==> src/rtl/dbuf_status_pkg.sv <==
package dbuf_status_pkg;
  localparam int STATUS_W   = 16;
  localparam int NUM_DIR    = 2;
  localparam int DIR_RX     = 0;
  localparam int DIR_TX     = 1;
  localparam int B_RX_NEXT  = 0;
  localparam int B_RX_BUSY  = 1;
  localparam int B_TX_NEXT  = 2;
  localparam int B_TX_BUSY  = 3;
  localparam int B_TX_CUR   = 4;
  localparam int B_APP_ACT  = 5;
  localparam int B_APP_RST  = 6;

  typedef enum logic {BUF_A = 1'b0, BUF_B = 1'b1} buf_sel_e;

  typedef struct packed {
    logic     app_rst;
    logic     app_act;
    buf_sel_e tx_cur;
    logic     tx_busy;
    buf_sel_e tx_next;
    logic     rx_busy;
    buf_sel_e rx_next;
  } status_t;

  function automatic buf_sel_e other_buf(input buf_sel_e b);
    return (b == BUF_A) ? BUF_B : BUF_A;
  endfunction

  function automatic logic busy_next(input logic cur, input logic first_acc,
                                     input logic done);
    return first_acc | (cur & ~done);
  endfunction

  function automatic logic [STATUS_W-1:0] pack_status(input status_t s);
    logic [STATUS_W-1:0] w;
    w            = '0;
    w[B_RX_NEXT] = s.rx_next;
    w[B_RX_BUSY] = s.rx_busy;
    w[B_TX_NEXT] = s.tx_next;
    w[B_TX_BUSY] = s.tx_busy;
    w[B_TX_CUR]  = s.tx_cur;
    w[B_APP_ACT] = s.app_act;
    w[B_APP_RST] = s.app_rst;
    return w;
  endfunction
endpackage

==> src/rtl/dbuf_dir_track.sv <==
module dbuf_dir_track
  import dbuf_status_pkg::*;
(
  input  logic     clk,
  input  logic     rst,
  input  logic     first_acc,
  input  logic     done,
  output buf_sel_e next_buf,
  output buf_sel_e cur_buf,
  output logic     busy
);
  always_ff @(posedge clk) begin
    if (rst) begin
      next_buf <= BUF_A;
      cur_buf  <= BUF_A;
      busy     <= 1'b0;
    end else begin
      busy <= busy_next(busy, first_acc, done);
      if (first_acc) begin
        cur_buf  <= next_buf;
        next_buf <= other_buf(next_buf);
      end
    end
  end
endmodule

==> src/rtl/dbuf_append_ctl.sv <==
module dbuf_append_ctl
  import dbuf_status_pkg::*;
(
  input  logic     clk,
  input  logic     rst,
  input  logic     append_req,
  input  logic     term_append,
  input  logic     flush_done,
  input  logic     tx_busy,
  input  buf_sel_e tx_cur,
  output logic     app_act,
  output logic     app_rst,
  output logic     app_err,
  output logic     req_dropped,
  output logic     term_taken,
  output logic     flush_taken
);
  logic a_in_use;
  assign a_in_use    = tx_busy & (tx_cur == BUF_A);
  assign req_dropped = append_req & a_in_use;
  assign term_taken  = term_append & app_act & ~app_rst;
  assign flush_taken = flush_done & app_rst;

  always_ff @(posedge clk) begin
    if (rst) begin
      app_act <= 1'b0;
      app_rst <= 1'b0;
      app_err <= 1'b0;
    end else begin
      if (req_dropped) app_err <= 1'b1;
      if (flush_taken) begin
        app_act <= 1'b0;
        app_rst <= 1'b0;
      end else begin
        if (append_req & ~a_in_use) app_act <= 1'b1;
        if (term_taken) app_rst <= 1'b1;
      end
    end
  end
endmodule

==> src/rtl/dbuf_status_tracker.sv <==
module dbuf_status_tracker
  import dbuf_status_pkg::*;
#(
  parameter int SW = STATUS_W
) (
  input  logic          clk,
  input  logic          rst,
  input  logic          rx_first_wr,
  input  logic          rx_done,
  input  logic          tx_first_rd,
  input  logic          tx_done,
  input  logic          append_req,
  input  logic          term_append,
  input  logic          flush_done,
  input  logic          host_wr,
  input  logic [SW-1:0] host_wdata,
  output logic [SW-1:0] status_o,
  output logic          append_err_o
);
  logic [NUM_DIR-1:0] first_vec, done_vec, busy_vec;
  buf_sel_e           next_vec [NUM_DIR];
  buf_sel_e           cur_vec  [NUM_DIR];
  logic [NUM_DIR-1:0] cur_bits;
  logic               app_act, app_rst, req_dropped, term_taken, flush_taken;
  logic               host_wr_seen;
  status_t            st;

  assign first_vec[DIR_RX] = rx_first_wr;
  assign first_vec[DIR_TX] = tx_first_rd;
  assign done_vec[DIR_RX]  = rx_done;
  assign done_vec[DIR_TX]  = tx_done;

  for (genvar d = 0; d < NUM_DIR; d++) begin : g_dir
    dbuf_dir_track u_dir (
      .clk(clk), .rst(rst),
      .first_acc(first_vec[d]), .done(done_vec[d]),
      .next_buf(next_vec[d]), .cur_buf(cur_vec[d]), .busy(busy_vec[d])
    );
    assign cur_bits[d] = cur_vec[d];
  end

  dbuf_append_ctl u_app (
    .clk(clk), .rst(rst),
    .append_req(append_req), .term_append(term_append), .flush_done(flush_done),
    .tx_busy(busy_vec[DIR_TX]), .tx_cur(cur_vec[DIR_TX]),
    .app_act(app_act), .app_rst(app_rst), .app_err(append_err_o),
    .req_dropped(req_dropped), .term_taken(term_taken), .flush_taken(flush_taken)
  );

  // write attempt that the status word must not absorb
  assign host_wr_seen = host_wr & (|host_wdata | 1'b1);

  always_comb begin
    st.rx_next = next_vec[DIR_RX];
    st.rx_busy = busy_vec[DIR_RX];
    st.tx_next = next_vec[DIR_TX];
    st.tx_busy = busy_vec[DIR_TX];
    st.tx_cur  = cur_vec[DIR_TX];
    st.app_act = app_act;
    st.app_rst = app_rst;
  end

  assign status_o = pack_status(st);
endmodule

==> config.mk <==
export PLATFORM = sky130hd
export DESIGN_NAME = dbuf_status_tracker
export DESIGN_NICKNAME = d
export VERILOG_FILES = /design/src/rtl/dbuf_status_pkg.sv /design/src/rtl/dbuf_dir_track.sv /design/src/rtl/dbuf_append_ctl.sv /design/src/rtl/dbuf_status_tracker.sv
export SDC_FILE = /design/constraint.sdc
export NUM_CORES = 1
export LEC_CHECK = 0
export CORE_UTILIZATION = 28
export DETAILED_ROUTE_END_ITERATION = 12
export GPL_TIMING_DRIVEN = 0
export PLACE_DENSITY = 0.81
export SLEW_MARGIN = 20
export SYNTH_ARGS = -nofsm -noshare
export SYNTH_HDL_FRONTEND = slang
export SYNTH_SLANG_ARGS = --single-unit
==> constraint.sdc <==
create_clock -name clk -period 1.7 [get_ports clk]
set_input_delay 0.255 -clock clk [delete_from_list [all_inputs] [get_ports clk]]
set_output_delay 0.255 -clock clk [all_outputs]
set_load 0.005 [all_outputs]
==> results.sh <==
export IMPL_status="complete, no violations"
export IMPL_cts_setup_buffers=0
export IMPL_cp_slowest_cell="clkdlybuf4s50_1"
export IMPL_timing_critical_path_buf_inv=2
export IMPL_synth_area_per_cell_um2=8.541
export IMPL_drt_iter0_markers=4
export IMPL_dr_pass1_iters=4
export IMPL_grt_pass1_wl_um=931
export IMPL_ios=43
export IMPL_die_area_um2=1557
export IMPL_overflow=0
export IMPL_p_leak_nw=0.3074
export IMPL_grt_pass1_vias=274
export IMPL_rrSetupSlack_ps=940
export IMPL_vias=323
export IMPL_drt_wl_total_um=606
export IMPL_rsz0062_at_grt="no"
export IMPL_fin_crit_sh_pct=86.81
export IMPL_drive_gt1_share_pct=26.03
export IMPL_maxCapViolCount=0
export IMPL_place_congestion=0.7021
export IMPL_hold_end="u_app.app_err"
export IMPL_cts_resized=0
export IMPL_antenna_found_initial=0
export IMPL_min_delay_start="u_app.app_err"
export IMPL_synthSimpleGateAreaFrac_pct=9.236
export IMPL_rows=13
export IMPL_area_growth_pct=58.92
export IMPL_cts_hold_buffers_added=0
export IMPL_critPathTopFamily="buffers and inverters"
export IMPL_power_uw=465.0
export IMPL_fin_worst_hold_slack_ps=475.9
export IMPL_synth_compound_area_share_pct=8.599
export IMPL_seqCellArea_um2=160.2
export IMPL_peakVddDrop_mv=0.3672
export IMPL_hold_viol_final=0
export IMPL_clock_sinks=8
export IMPL_ant_nets=0
export IMPL_cts_tree="done"
export IMPL_finClkSkew_ps=0.7511
export IMPL_multi_input_area_um2=131.4
export IMPL_die_w_um=39.46
export IMPL_cts_htree_levels=1
export IMPL_drcViolationCount=0
export IMPL_diodes=0
export IMPL_timing_fmax_mhz=677.6
export IMPL_core_region_area_um2=1301
export IMPL_slew_viol_final=0
export IMPL_synth_xor_area_share_pct=4.459
export IMPL_power_density_nw_per_um2=744.8
export IMPL_crit_fanout=3
export IMPL_clk_latency_ps=250
export IMPL_synth_area_um2=392.9
export IMPL_arrival_ps=1220
export IMPL_startpoint_type="flop"
export IMPL_cpPeakStageDelay_ps=480
export IMPL_nFillCells=144
export IMPL_min_period_ps=1476
export IMPL_synthCells=46
export IMPL_final_util_pct=47.98
export IMPL_viasPerCell=3.670
export IMPL_path_clk_slew_ps=50
export IMPL_stdcell_area_um2=624.3
export IMPL_start_util_pct=30.19
export IMPL_synthMuxAreaShare_pct=2.548
export IMPL_cts_made_buffers=3
export IMPL_root_buffer="clkbuf_4"
export IMPL_die_h_um=39.46
export IMPL_yosys_cell_types_count=11
export IMPL_fin_cells=88
export IMPL_tns_ps=0
export IMPL_wl_per_cell_um=6.886
export IMPL_place_area_um2=601.8
export IMPL_track_usage_pct=10.04
export IMPL_finalSetupViolations=0
export IMPL_reg2regPathDepth=3
export IMPL_port_buffer_count=16
export IMPL_synth_top_family_by_area="buffers and inverters"
export IMPL_r2r_start="g_dir[1].u_dir.cur_buf"
export IMPL_seq_area_frac_synth_pct=40.76
export IMPL_endpoint_kind="output pin"
export IMPL_crit_path_cell_trace="buf_4 -> clkdlybuf4s50_1"
export IMPL_synthAdderAreaFrac_pct=0
export IMPL_setup_slack_ps=224.3
export IMPL_pre_cts_slack_ps=485.0
export IMPL_final_nets=101
export IMPL_holdCritPathClass="flop to flop"
export IMPL_clock_path_buffers=2
export IMPL_cp_data_required_time_ps=1440
export IMPL_critical_path_class="flop to output pin"
export IMPL_grt_start_max_net_pins=8
export IMPL_yosys_warnings=0
export IMPL_hold_path_depth=2
export IMPL_synth_seq_cells=8
export IMPL_r2r_end="u_app.app_act"
export IMPL_dp_cells=85
-- state kept, by name (all words and copies together), names as in the netlist --
signal                count
u_app.app_rst             1
u_app.app_act             1
g_dir.u_dir.next_buf      2
u_app.app_err             1
g_dir.u_dir.busy          2
g_dir.u_dir.cur_buf       1
-- cells in the mapped netlist, drive strengths merged --
cell type / count / share of area (%)
nand2b: 1 / 1.6
conb: 1 / 0.95
a21o: 1 / 1.9
buf: 16 / 31
a31oi: 1 / 1.6
mux2i: 1 / 2.5
a21oi: 4 / 5.1
dfxtp: 8 / 41
inv: 3 / 2.9
nor2: 8 / 7.6
xnor2: 2 / 4.5
-- cell type report --
class	count	share of cell area, %
clock buffer	3	3.607
multi-input combinational	27	21.04
inverter	3	1.804
timing repair buffer	16	25.65
buffer	16	19.24
tap	15	3.006
sequential	8	25.65
-- worst reg2reg max path, delay by kind of cell (launching register included) --
family	cells	cell delay (ps)
AOI/OAI and AO/OA	1	140
DFF	1	330
and+or+nand+nor	2	190
-- worst max-delay path by stage --
stage                                  from       endpoint  slack [ps]  depth (start not counted)
detailed placement  g_dir[1].u_dir.next_buf    status_o[2]         490                          2
finish              g_dir[1].u_dir.next_buf    status_o[2]         220                          2
global route        g_dir[1].u_dir.next_buf    status_o[2]         170                          2
global placement     g_dir[1].u_dir.cur_buf    status_o[4]         490                          2
floorplan            g_dir[1].u_dir.cur_buf  u_app.app_act         990                          3
CTS                 g_dir[1].u_dir.next_buf    status_o[2]         210                          2
-- cell families (layout without fill, tap and decap cells) --
group / count (synthesis) / after routing
other: 1 / 9
AND/OR/NAND/NOR: 9 / 9
buffers and inverters: 19 / 38
XOR/XNOR: 2 / 2
AO/OA/AOI/OAI: 6 / 6
multiplexers: 1 / 1
flip-flops: 8 / 8
-- placed cells by master (no fill, tap or decap), drive strengths merged --
cell	instances
conb	9
xnor2	2
dfxtp	8
clkdlybuf4s50	16
nor2	8
clkbuf	3
a21o	1
a21oi	4
buf	16
inv	3
a31oi	1
nand2b	1
mux2i	1
-- routing by layer --
metal  share of wire (%)  track usage, %  vias to the layer above
li1                    -               -                      172
met1                  35           6.873                      127
met2                  47           16.80                       19
met3                  15           8.523                        5
met4                 2.8           7.759                        0
met5                   0               0                        -
-- report_power, final --
| part | total (mW) | leakage [nW] | switching, mW | internal (mW) |
|---|---|---|---|---|
| Clock | 0.139 | 0.0138 | 0.0587 | 0.0804 |
| Sequential | 0.214 | 0.0663 | 0.0109 | 0.203 |
| Combinational | 0.112 | 0.227 | 0.0322 | 0.0800 |
| Total | 0.465 | 0.307 | 0.102 | 0.363 |
(Power assumes the default switching activity.)
